--- src/rtl/cal_pkg.sv ---
`timescale 1ns/1ps
package cal_pkg;

  typedef struct packed {
    logic [7:0] year;
    logic [7:0] month;
    logic [7:0] date;
    logic [7:0] wday;
    logic [7:0] hour;
    logic [7:0] min;
    logic [7:0] sec;
  } cal_t;

  localparam cal_t CAL_RESET = '{year: 8'h00, month: 8'h01, date: 8'h01,
                                 wday: 8'h01, hour: 8'h00, min: 8'h00,
                                 sec: 8'h00};

  // Add one to a two-digit packed BCD value (caller handles the top wrap).
  function automatic logic [7:0] bcd_inc(input logic [7:0] v);
    logic [3:0] lo;
    logic [3:0] hi;
    lo = v[3:0];
    hi = v[7:4];
    if (lo == 4'd9) return {hi + 4'd1, 4'd0};
    return {hi, lo + 4'd1};
  endfunction

  // BCD year divisible by four: (10*t + u) mod 4 == (2*t + u) mod 4.
  function automatic logic is_leap(input logic [7:0] yr);
    logic [1:0] s;
    s = yr[1:0] + {yr[4], 1'b0};
    return (s == 2'b00);
  endfunction

  // Last valid date of a month, in BCD.
  function automatic logic [7:0] month_last(input logic [7:0] mon,
                                             input logic [7:0] yr);
    case (mon)
      8'h02:                      return is_leap(yr) ? 8'h29 : 8'h28;
      8'h04, 8'h06, 8'h09, 8'h11: return 8'h30;
      default:                    return 8'h31;
    endcase
  endfunction

  // Step a field by one, wrapping from its last value back to its first.
  function automatic logic [7:0] bcd_step(input logic [7:0] v,
                                           input logic [7:0] last,
                                           input logic [7:0] first);
    return (v == last) ? first : bcd_inc(v);
  endfunction

endpackage

--- src/rtl/cal_prescaler.sv ---
`timescale 1ns/1ps
module cal_prescaler #(
  parameter int TICK_DIV = 32768,
  parameter int TEST_DIV = 64,
  localparam int CW = (TICK_DIV > 1) ? $clog2(TICK_DIV) : 1,
  localparam int TB = (TEST_DIV > 1) ? $clog2(TEST_DIV) : 1
) (
  input  logic          clk,
  input  logic          rst_n,
  input  logic          osc_en,
  input  logic          halt,
  input  logic          clear,
  output logic          tick,
  output logic          test_bit,
  output logic [CW-1:0] cnt
);

  localparam logic [CW-1:0] LAST = CW'(TICK_DIV - 1);
  localparam bit POW2 = ((TICK_DIV & (TICK_DIV - 1)) == 0);

  logic          adv;
  logic          at_last;
  logic [CW-1:0] cnt_inc;
  logic [CW-1:0] cnt_nxt;

  assign adv      = osc_en & ~halt;
  assign at_last  = (cnt == LAST);
  assign tick     = adv & at_last & ~clear;
  assign test_bit = cnt[TB-1];

  generate
    if (POW2) begin : g_pow2
      // Natural binary wrap matches the divide ratio.
      assign cnt_inc = cnt + 1'b1;
    end else begin : g_any
      assign cnt_inc = at_last ? '0 : cnt + 1'b1;
    end
  endgenerate

  always_comb begin
    cnt_nxt = cnt;
    if (clear)    cnt_nxt = '0;
    else if (adv) cnt_nxt = cnt_inc;
  end

  always_ff @(posedge clk or negedge rst_n) begin
    if (!rst_n) cnt <= '0;
    else        cnt <= cnt_nxt;
  end

endmodule

--- src/rtl/cal_counter.sv ---
`timescale 1ns/1ps
module cal_counter
  import cal_pkg::*;
(
  input  logic clk,
  input  logic rst_n,
  input  logic load,
  input  cal_t load_val,
  input  logic tick,
  output cal_t cur,
  output logic date_adv,
  output logic year_adv
);

  logic sec_wrap, min_wrap, hour_wrap, date_wrap, month_wrap;
  logic c_min, c_hour, c_month;
  logic [7:0] last_date;
  cal_t nxt;

  assign last_date  = month_last(cur.month, cur.year);
  assign sec_wrap   = (cur.sec == 8'h59);
  assign min_wrap   = (cur.min == 8'h59);
  assign hour_wrap  = (cur.hour == 8'h23);
  assign date_wrap  = (cur.date == last_date);
  assign month_wrap = (cur.month == 8'h12);

  // Carry chain: every stage settles within the same tick.
  assign c_min    = tick & sec_wrap;
  assign c_hour   = c_min & min_wrap;
  assign date_adv = c_hour & hour_wrap;
  assign c_month  = date_adv & date_wrap;
  assign year_adv = c_month & month_wrap;

  always_comb begin
    nxt = cur;
    if (load) begin
      nxt = load_val;
    end else begin
      if (tick)     nxt.sec   = bcd_step(cur.sec, 8'h59, 8'h00);
      if (c_min)    nxt.min   = bcd_step(cur.min, 8'h59, 8'h00);
      if (c_hour)   nxt.hour  = bcd_step(cur.hour, 8'h23, 8'h00);
      if (date_adv) begin
        nxt.date = bcd_step(cur.date, last_date, 8'h01);
        nxt.wday = bcd_step(cur.wday, 8'h07, 8'h01);
      end
      if (c_month)  nxt.month = bcd_step(cur.month, 8'h12, 8'h01);
      if (year_adv) nxt.year  = bcd_step(cur.year, 8'h99, 8'h00);
    end
  end

  always_ff @(posedge clk or negedge rst_n) begin
    if (!rst_n) cur <= CAL_RESET;
    else        cur <= nxt;
  end

endmodule

--- src/rtl/cal_view.sv ---
`timescale 1ns/1ps
module cal_view
  import cal_pkg::*;
(
  input  logic       ftest,
  input  logic       halt,
  input  logic       test_bit,
  input  cal_t       cur,
  output logic [7:0] sec_v,
  output logic [7:0] min_v,
  output logic [7:0] hour_v,
  output logic [7:0] wday_v,
  output logic [7:0] date_v,
  output logic [7:0] month_v,
  output logic [7:0] year_v
);

  logic use_test;
  assign use_test = ftest & ~halt;

  assign sec_v   = {cur.sec[7:1], use_test ? test_bit : cur.sec[0]};
  assign min_v   = cur.min;
  assign hour_v  = cur.hour;
  assign wday_v  = cur.wday;
  assign date_v  = cur.date;
  assign month_v = cur.month;
  assign year_v  = cur.year;

endmodule

--- src/rtl/bcd_calendar_clock.sv ---
`timescale 1ns/1ps
module bcd_calendar_clock
  import cal_pkg::*;
#(
  parameter int TICK_DIV = 32768,
  parameter int TEST_DIV = 64
) (
  input  logic       clk,
  input  logic       rst_n,
  input  logic       osc_en,
  input  logic       osc_stop,
  input  logic       ftest,
  input  logic       load,
  input  logic [7:0] set_sec,
  input  logic [7:0] set_min,
  input  logic [7:0] set_hour,
  input  logic [7:0] set_wday,
  input  logic [7:0] set_date,
  input  logic [7:0] set_month,
  input  logic [7:0] set_year,
  output logic [7:0] sec_o,
  output logic [7:0] min_o,
  output logic [7:0] hour_o,
  output logic [7:0] wday_o,
  output logic [7:0] date_o,
  output logic [7:0] month_o,
  output logic [7:0] year_o
);

  localparam int CW = (TICK_DIV > 1) ? $clog2(TICK_DIV) : 1;

  logic          tick;
  logic          test_bit;
  logic [CW-1:0] presc_cnt;
  logic          date_adv;
  logic          year_adv;
  cal_t          cur;
  cal_t          load_val;

  assign load_val = '{year: set_year, month: set_month, date: set_date,
                      wday: set_wday, hour: set_hour, min: set_min,
                      sec: set_sec};

  cal_prescaler #(.TICK_DIV(TICK_DIV), .TEST_DIV(TEST_DIV)) u_presc (
    .clk      (clk),
    .rst_n    (rst_n),
    .osc_en   (osc_en),
    .halt     (osc_stop),
    .clear    (load),
    .tick     (tick),
    .test_bit (test_bit),
    .cnt      (presc_cnt)
  );

  cal_counter u_cnt (
    .clk      (clk),
    .rst_n    (rst_n),
    .load     (load),
    .load_val (load_val),
    .tick     (tick),
    .cur      (cur),
    .date_adv (date_adv),
    .year_adv (year_adv)
  );

  cal_view u_view (
    .ftest    (ftest),
    .halt     (osc_stop),
    .test_bit (test_bit),
    .cur      (cur),
    .sec_v    (sec_o),
    .min_v    (min_o),
    .hour_v   (hour_o),
    .wday_v   (wday_o),
    .date_v   (date_o),
    .month_v  (month_o),
    .year_v   (year_o)
  );

endmodule

--- config.mk ---
export PLATFORM = sky130hd
export DESIGN_NAME = bcd_calendar_clock
export DESIGN_NICKNAME = d
export VERILOG_FILES = /design/src/rtl/cal_pkg.sv /design/src/rtl/cal_prescaler.sv /design/src/rtl/cal_counter.sv /design/src/rtl/cal_view.sv /design/src/rtl/bcd_calendar_clock.sv
export SDC_FILE = /design/constraint.sdc
export NUM_CORES = 1
export LEC_CHECK = 0
export BUFFER_PORTS_ARGS = -buffer_cell sky130_fd_sc_hd__buf_2
export CORE_MARGIN = 2
export CORE_UTILIZATION = 55
export CTS_CLUSTER_SIZE = 40
export DETAILED_ROUTE_END_ITERATION = 12
export GPL_ROUTABILITY_DRIVEN = 0
export HOLD_SLACK_MARGIN = 0.05
export PLACE_DENSITY = 0.88
export SETUP_SLACK_MARGIN = 0.4
export SYNTH_ARGS = -nofsm -noshare
export SYNTH_HDL_FRONTEND = slang
export SYNTH_HIERARCHICAL = 1
export SYNTH_SLANG_ARGS = --single-unit
--- constraint.sdc ---
create_clock -name clk -period 3.5 [get_ports clk]
set_input_delay 1.05 -clock clk [delete_from_list [all_inputs] [get_ports clk]]
set_output_delay 1.05 -clock clk [all_outputs]
set_load 0.01 [all_outputs]
==> summary.txt, run 1 <==
Outcome = completed
Crit path buf inv count = 4
Max IR drop VDD = 0.000202 V
Fin. max-slew vios = 0
RSZ-0062 raised after global routing = true
CP Max Fanout = 7
Crit path required time = 3.78 ns
Die H = 100 um
Final worst-path cycle share = 87.8%
Min Tclk post-route = 3.07 ns
Worst Setup End Kind = flip-flop
Skew-Pair Late Insertion Delay = 0.35 ns
Pre-CTS WS = -0.0240 ns
Comb power frac = 18.3%
GRT overflow = 0
Hold_buf cts = 0
WL final = 12900 um
Clock network fraction of total power = 37.5%
Tightest Hold Check Type = reg2reg
Syn Nets = 674
# setup viols final = 0
Sw frac = 29.3%
Setup TNS = 0 ns
Largest net degree at the start of global routing = 60
Fmax = 326 MHz
DR WL/cell = 16.6 um
Slew headroom = 59.5%
Fin nets = 746
Core Area = 0.00911 sq mm
Initial Util = 56.0%
Most common cell after layout, fill and taps aside = buf_2
CTS H-Tree Depth = 3
Number of global-route vias before repair = 4519
# port buffers = 117
Synth-to-layout area growth = 15.2%
Ys Warns = 6
Psw = 0.000657 W
Internal power = 0.00158 W
Syn avg cell area = 8.65 sq um
Crit path kind = in2reg
Row count = 35
Detail Placement HPWL = 8860 um
Drt drc = 0
Sequential group share of total power = 44.2%
Most frequent cells in the layout = buf_2, dfrtp_1, nand2_1
Final Hold Vio Count = 0
Pre-antenna DRT Iters = 5
Max_cap viols = 0
Critical path, cell by cell = buf_8 -> nand4b_4 -> or4_4 -> nor2_4 -> nand4b_4 -> nor3_4 -> nand3_4 -> inv_4 -> nand4_4 -> buf_4 -> clkbuf_16 -> nor4_1 -> a211o_1
Placed Cells incl. Taps = 753
CTS Root Cell = clkbuf_8
Most used cell, CP = nand4b_4
Die Area = 0.0101 sq mm
1st-iter DRT viols = 328
CTS tree = built
Clock Skew = 0.0117 ns
Die width = 100 um
Tightest Pin Transition = 0.607 ns
Static Leakage = 2.71 nW
Crit path DAT = 3.35 ns
Vias/cell = 6.10
CTS max path bufs = 2
Vias = 4738
Placed cell areas = 0.00547 sq mm
Hold_ws = 0.579 ns
Layout cells sized above 1 = 28.7%
Total CTS buffers = 9
Initial antenna violation count = 0
Slowest CP cell = or4_4
Io pins = 118
Clock transition at path regs = 0.07 ns
Final Non-Filler Cells = 777
Critical path's top delay family = simple AND/OR/NAND/NOR gates
Post-route cell area = 0.00587 sq mm
Post-Syn Area = 0.00510 sq mm
Setup ws final = 0.428 ns
Routed Antenna Nets = 0
Cell Pwr Density = 381 mW/mm^2
Critical path launch point type = input port
Clock Sinks = 71
Synth Instances = 589
Worst stage delay on the critical path = 0.44 ns
Number of diodes = 0
All-layer global routing usage = 24.7%
First-pass GRT wire length = 20400 um
[state kept, by name, summed over array words and instances, names as in the netlist]
name,cells
u_cnt/cur,56
u_presc/cnt,15
[tightest hold or removal path: stages (launching register included)]
cell	delay [ns]
dfrtp_1	0.39
o21ai_0	0.09
o21ai_0	0.06
[through the flow]
| stage | total power (W) | utilization, % |
|---|---|---|
| after floorplan | 0.00130 | - |
| after global placement | 0.00138 | 60.1 |
| after detailed placement | 0.00140 | 60.1 |
| after CTS | 0.00223 | 62.9 |
| after global routing | 0.00234 | 64.5 |
| final | 0.00224 | 64.5 |
[layer usage]
metal  wire [um]  up-vias  part of all wire, %  global-route usage (%)
met4         225        0                  1.7                    8.85
met5           0        -                    0                       0
met3         868       28                  6.7                    5.71
li1            -     2229                    -                       -
met2        6480      190                   50                    42.4
met1        5360     2291                   41                    30.3
[cell type report]
| class | count | area, sq um |
|---|---|---|
| Clock inverter | 5 | 104 |
| Clock buffer | 11 | 151 |
| Fill cell | 757 | 3240 |
| Inverter | 27 | 104 |
| Tap cell | 111 | 139 |
| Sequential cell | 71 | 1780 |
| Multi-Input combinational cell | 411 | 2780 |
| Timing Repair Buffer | 141 | 816 |
[power groups by stage]
stage / sequential, W / clock (W) / combinational [W]
global route: 0.00100 / 0.000886 / 0.000452
CTS: 0.000987 / 0.000846 / 0.000401
floorplan: 0.000966 / 0 / 0.000335
detailed placement: 0.00100 / 0 / 0.000398
finish: 0.000990 / 0.000840 / 0.000410
global placement: 0.000995 / 0 / 0.000383
[final timing paths]
check / from / endpoint / slack, ns / depth (start not counted)
worst min-delay path: u_cnt/cur[23] / u_cnt/cur[23] / 0.58 / 2
worst max-delay path: osc_stop / u_cnt/cur[43] / 0.43 / 13
worst max register to register: u_presc/cnt[0] / u_cnt/cur[43] / 0.53 / 13
worst min register to register: u_cnt/cur[23] / u_cnt/cur[23] / 0.58 / 2
min in group asynchronous: rst_n / u_cnt/cur[25] / 0.71 / 1
max in group asynchronous: rst_n / u_cnt/cur[40] / 2.07 / 2
[repair_timing]
| action | in CTS | in global routing |
|---|---|---|
| gates resized for setup | 1 | 17 |
| pin swaps | 1 | 10 |
| endpoints found under the setup margin | 7 | 24 |
| setup buffers | 0 | 7 |
| cloned | 0 | 1 |
No activity file was read; power rests on OpenSTA's default activity.
==> inputs of run 2 (changes only) <==
--- a/config.mk
+++ b/config.mk
@@ -7,12 +7,13 @@
 export LEC_CHECK = 0
 export BUFFER_PORTS_ARGS = -buffer_cell sky130_fd_sc_hd__buf_2
 export CORE_MARGIN = 2
-export CORE_UTILIZATION = 55
+export CORE_UTILIZATION = 50
+export CTS_BUF_LIST = sky130_fd_sc_hd__clkbuf_8 sky130_fd_sc_hd__clkbuf_16
 export CTS_CLUSTER_SIZE = 40
 export DETAILED_ROUTE_END_ITERATION = 12
 export GPL_ROUTABILITY_DRIVEN = 0
 export HOLD_SLACK_MARGIN = 0.05
-export PLACE_DENSITY = 0.88
+export PLACE_DENSITY = 0.85
 export SETUP_SLACK_MARGIN = 0.4
 export SYNTH_ARGS = -nofsm -noshare
 export SYNTH_HDL_FRONTEND = slang
==> constraint.sdc (replaced) <==
create_clock -name clk -period 2.55 [get_ports clk]
set_input_delay 0.765 -clock clk [delete_from_list [all_inputs] [get_ports clk]]
set_output_delay 0.765 -clock clk [all_outputs]
set_load 0.01 [all_outputs]
==> summary.txt, run 2 (synthesis gave the netlist of run 1 again) <==
Clock network fraction of total power = 29.9%
Cell Pwr Density = 446 mW/mm^2
Clock Sinks = 71
Slowest CP cell = or4_4
Psw = 0.000926 W
Outcome = finished with violations
Fin. max-slew vios = 0
CP Max Fanout = 5
All-layer global routing usage = 23.8%
Skew-Pair Late Insertion Delay = 0.35 ns
1st-iter DRT viols = 269
CTS tree = built
Crit path required time = 2.76 ns
CTS Root Cell = clkbuf_8
Placed cell areas = 0.00579 sq mm
Min Tclk post-route = 2.73 ns
Worst Setup End Kind = flip-flop
CTS H-Tree Depth = 3
Initial antenna violation count = 0
Most common cell after layout, fill and taps aside = buf_2
Clock Skew = 0.00963 ns
Internal power = 0.00191 W
Synth-to-layout area growth = 24.9%
# fillers = 793
Number of diodes = 0
Drt drc = 0
Most frequent cells in the layout = buf_2, dfrtp_1, buf_4
Die width = 105 um
Vias/cell = 5.81
Core Area = 0.00982 sq mm
Slew headroom = 68.8%
Largest net degree at the start of global routing = 77
Setup TNS = -3.34 ns
Final Non-Filler Cells = 842
Placed Cells incl. Taps = 812
Post-route cell area = 0.00637 sq mm
Detail Placement HPWL = 9430 um
GRT overflow = 0
Max IR drop VDD = 0.000194 V
Clock transition at path regs = 0.08 ns
Critical path launch point type = flip-flop
Sw frac = 32.6%
Crit path DAT = 2.95 ns
Die H = 105 um
Tightest Hold Check Type = in2async
First-pass GRT wire length = 21600 um
Static Leakage = 2.95 nW
Top Registers = u_cnt/cur: 56 flops, u_presc/cnt: 15 flops
Final worst-path cycle share = 107%
RSZ-0062 raised after global routing = true
# port buffers = 117
Layout cells sized above 1 = 37.0%
Io pins = 118
Final Hold Vio Count = 0
# setup viols final = 37
Largest Register = u_cnt/cur
Die Area = 0.0110 sq mm
Routed Antenna Nets = 0
Register area = 0.00178 sq mm
Area of the multi-input gates = 0.00295 sq mm
Stages on worst setup path = 15
Row count = 36
Initial Util = 51.9%
Max reg flops = 56
Sequential group share of total power = 47.7%
Failing checks = setup timing
DR WL/cell = 16.2 um
Worst stage delay on the critical path = 0.51 ns
Total CTS buffers = 9
Tightest Pin Transition = 0.461 ns
Number of global-route vias before repair = 4621
Fmax = 366 MHz
Crit path buf inv count = 5
CTS max path bufs = 2
Setup ws final = -0.180 ns
Crit path kind = reg2reg
Vias = 4896
Pre-antenna DRT Iters = 5
Max_cap viols = 0
Comb power frac = 22.4%
Fin nets = 789
Critical path's top delay family = simple AND/OR/NAND/NOR gates
Worst Reg2Reg Path Length in Cells = 15
Critical path, cell by cell = ha_2 -> nand4_1 -> or4_4 -> nor2_4 -> nand4b_4 -> nor3_4 -> nand3_4 -> inv_4 -> buf_4 -> buf_6 -> buf_12 -> clkbuf_16 -> nand3_2 -> xor2_1 -> o21ai_1
WL final = 13600 um
[run 2: changes by cell type in the layout (fill, tap and decap cells not counted), moves of 4 or more]
cell | previous run | this run
buf_4 | 22 | 60
o21ai_0 | 40 | 20
o21ai_1 | 4 | 23
buf_6 | 0 | 5
a221oi_1 | 6 | 2
a221oi_2 | 0 | 4
[run 2: worst paths after layout]
check | from | end | slack, ns
setup reg to reg | u_presc/cnt[1] | u_cnt/cur[26] | -0.18
hold reg to reg | u_cnt/cur[23] | u_cnt/cur[23] | 0.57
setup / recovery | u_presc/cnt[1] | u_cnt/cur[26] | -0.18
min in group clk | u_cnt/cur[23] | u_cnt/cur[23] | 0.57
hold / removal | rst_n | u_cnt/cur[10] | 0.43
max in group asynchronous | rst_n | u_cnt/cur[24] | 1.77
[run 2: what timing repair did]
item | 4_1_cts | 5_1_grt
gates cloned | 0 | 1
buffers inserted | 4 | 9
setup endpoints to repair | 53 | 57
resized for setup | 28 | 43
hold buffers | 0 | 0
pin swaps | 4 | 11
[run 2: power by group through the flow]
stage                     clock (W)  sequential [W]  combinational, W
after floorplan                   0         0.00133          0.000460
after global placement            0         0.00135          0.000570
after detailed placement          0         0.00136          0.000594
after CTS                  0.000868         0.00135          0.000614
after global routing       0.000912         0.00137          0.000697
final                      0.000849         0.00135          0.000636
[run 2: area by class of cell]
class / instances / share of cell area (%)
Multi-Input combinational cell: 411 / 46.4
Sequential cell: 71 / 28.0
Timing Repair Buffer: 184 / 18.5
Tap cell: 133 / 2.61
Clock buffer: 11 / 2.38
Inverter: 27 / 1.63
Clock inverter: 5 / 0.511
[run 2: layer usage]
layer / share of wire (%) / vias to the layer above / global-route usage (%)
met5: 0 / - / 0
met4: 1.7 / 0 / 9.81
met3: 5.5 / 26 / 3.43
met2: 50 / 180 / 40.2
met1: 43 / 2368 / 30.4
li1: - / 2322 / -
[run 2: metrics by stage]
| step | total power, W | util, % | hold slack (ns) | worst slack (ns) |
|---|---|---|---|---|
| final | 0.00284 | 64.8 | 0.427 | -0.180 |
| after global routing | 0.00298 | 64.8 | 0.445 | -0.312 |
| after CTS | 0.00283 | 62.4 | 0.445 | -0.125 |
| after detailed placement | 0.00196 | 59.0 | 0.567 | -0.629 |
| after global placement | 0.00193 | 59.0 | 0.533 | -0.533 |
| after floorplan | 0.00179 | - | 0.469 | -0.536 |
==> inputs of run 3 (changes only) <==
--- a/config.mk
+++ b/config.mk
@@ -7,13 +7,13 @@
 export LEC_CHECK = 0
 export BUFFER_PORTS_ARGS = -buffer_cell sky130_fd_sc_hd__buf_2
 export CORE_MARGIN = 2
-export CORE_UTILIZATION = 50
+export CORE_UTILIZATION = 28
 export CTS_BUF_LIST = sky130_fd_sc_hd__clkbuf_8 sky130_fd_sc_hd__clkbuf_16
 export CTS_CLUSTER_SIZE = 40
 export DETAILED_ROUTE_END_ITERATION = 12
 export GPL_ROUTABILITY_DRIVEN = 0
 export HOLD_SLACK_MARGIN = 0.05
-export PLACE_DENSITY = 0.85
+export PLACE_DENSITY = 0.56
 export SETUP_SLACK_MARGIN = 0.4
 export SYNTH_ARGS = -nofsm -noshare
 export SYNTH_HDL_FRONTEND = slang
==> summary.txt, run 3 (synthesis gave the netlist of run 1 again) <==
Outcome = finished with violations
Failing checks = setup timing
Most frequent cells in the layout = buf_2, dfrtp_1, buf_4
Clock Skew = 0.00920 ns
Total power = 0.00341 W
Largest Register = u_cnt/cur
Fin nets = 794
Skew-Pair Late Insertion Delay = 0.35 ns
RSZ-0062 raised after global routing = true
Largest net degree at the start of global routing = 46
Slew headroom = 58.7%
Die H = 139 um
Layout cells sized above 1 = 38.7%
Setup TNS = -2.52 ns
Clock transition at path regs = 0.06 ns
# setup viols final = 32
Initial Util = 28.5%
Vias = 4781
RR Startpoint = u_presc/cnt[0]
Worst Reg2Reg Path Length in Cells = 13
Reg2reg end = u_cnt/cur[52]
Pre-antenna DRT Iters = 4
Critical path's top delay family = simple AND/OR/NAND/NOR gates
Min Tclk post-route = 2.72 ns
Crit path buf inv count = 3
Total CTS buffers = 9
Tightest Hold Check Type = in2async
Crit path DAT = 2.98 ns
Die Area = 0.0193 sq mm
Number of global-route vias before repair = 4589
Hold_ws = 0.369 ns
Io pins = 118
Critical path launch point type = flip-flop
All-layer global routing usage = 14.9%
Static Leakage = 3.03 nW
Worst reg2reg setup slack = -0.17 ns
Critical path, cell by cell = ha_2 -> nand4_1 -> or4_4 -> nor2_4 -> nand4b_4 -> nor3_4 -> nand3_4 -> inv_4 -> buf_6 -> and4_4 -> buf_6 -> nand3_4 -> o211ai_1
Initial antenna violation count = 1
Cell Pwr Density = 507 mW/mm^2
CTS Root Cell = clkbuf_16
DR WL/cell = 15.3 um
Detail Placement HPWL = 10400 um
Most common cell after layout, fill and taps aside = buf_2
Routed Antenna Nets = 0
Crit path kind = reg2reg
1st-iter DRT viols = 249
Number of diodes = 0
CP startpoint = u_presc/cnt[0]
Setup ws final = -0.170 ns
First-pass GRT wire length = 23300 um
Max_cap viols = 0
Worst Setup End Kind = flip-flop
Pre-CTS WS = -0.609 ns
CTS tree = built
GRT overflow = 0
Drt drc = 0
Max reg flops = 56
Hold_buf cts = 0
Placed cell areas = 0.00598 sq mm
CTS H-Tree Depth = 3
Final worst-path cycle share = 107%
Max IR drop VDD = 0.000340 V
Post-route cell area = 0.00673 sq mm
Synth-to-layout area growth = 32.1%
Top Registers = u_cnt/cur: 56 flops, u_presc/cnt: 15 flops
Final Hold Vio Count = 0
Core Area = 0.0179 sq mm
# fillers = 1834
Fin. max-slew vios = 0
Die width = 139 um
Clock Sinks = 71
Worst stage delay on the critical path = 0.50 ns
WL final = 14500 um
CP Max Fanout = 5
# port buffers = 117
Fmax = 368 MHz
Vias/cell = 5.07
CTS max path bufs = 2
Slowest CP cell = or4_4
Row count = 49
Crit path required time = 2.81 ns
Tightest Pin Transition = 0.618 ns
-- run 3: layer usage --
layer,part of all wire (%),up-vias,global-route usage (%)
li1,-,2331,-
met1,46,2316,19.5
met2,47,117,24.3
met3,5.1,15,3.49
met4,1.5,2,5.21
met5,0.090,-,0
-- run 3: area by class of cell --
class	count	area [sq um]	area share (%)
flip-flops and latches	71	1780	26.4
clock inverters	6	83.8	1.25
inverters	27	104	1.54
well taps	229	287	4.26
repair buffers	189	1230	18.3
multi-input cells	411	3010	44.7
clock buffers	10	239	3.55
-- run 3: worst reg2reg max path: stages, from the launching register on --
cell and delay, ns:
dfrtp_1 0.36, ha_2 0.20, nand4_1 0.08, or4_4 0.50
nor2_4 0.13, nand4b_4 0.14, nor3_4 0.19, nand3_4 0.12
inv_4 0.09, buf_6 0.11, and4_4 0.28, buf_6 0.16
nand3_4 0.08, o211ai_1 0.22
-- run 3: where the power goes --
| group | switching [W] | internal, W | total [W] |
|---|---|---|---|
| clock network | 0.000528 | 0.000880 | 0.00141 |
| logic | 0.000349 | 0.000306 | 0.000655 |
| registers | 0.000134 | 0.00122 | 0.00135 |
| total | 0.00101 | 0.00240 | 0.00341 |
-- run 3: how the worst max path moves through the flow --
stage | cells past startpoint | to | slack [ns]
after floorplan | 10 | u_cnt/cur[49] | -0.54
after global placement | 11 | u_cnt/cur[49] | -0.58
after detailed placement | 11 | u_cnt/cur[49] | -0.61
after CTS | 11 | u_cnt/cur[49] | -0.15
after global routing | 13 | u_cnt/cur[52] | -0.33
final | 13 | u_cnt/cur[52] | -0.17
-- run 3: through the flow --
step	instances	util, %
floorplan	589	-
global placement	917	33.4
detailed placement	917	33.4
CTS	941	36.4
global route	943	37.6
finish	943	37.6
-- run 3: what timing repair did --
item / in CTS / in global routing
buffers inserted: 8 / 1
pin swaps: 22 / 15
gates resized for setup: 39 / 50
hold endpoints to repair: 0 / 0
endpoints found under the setup margin: 53 / 55
cloned: 0 / 1
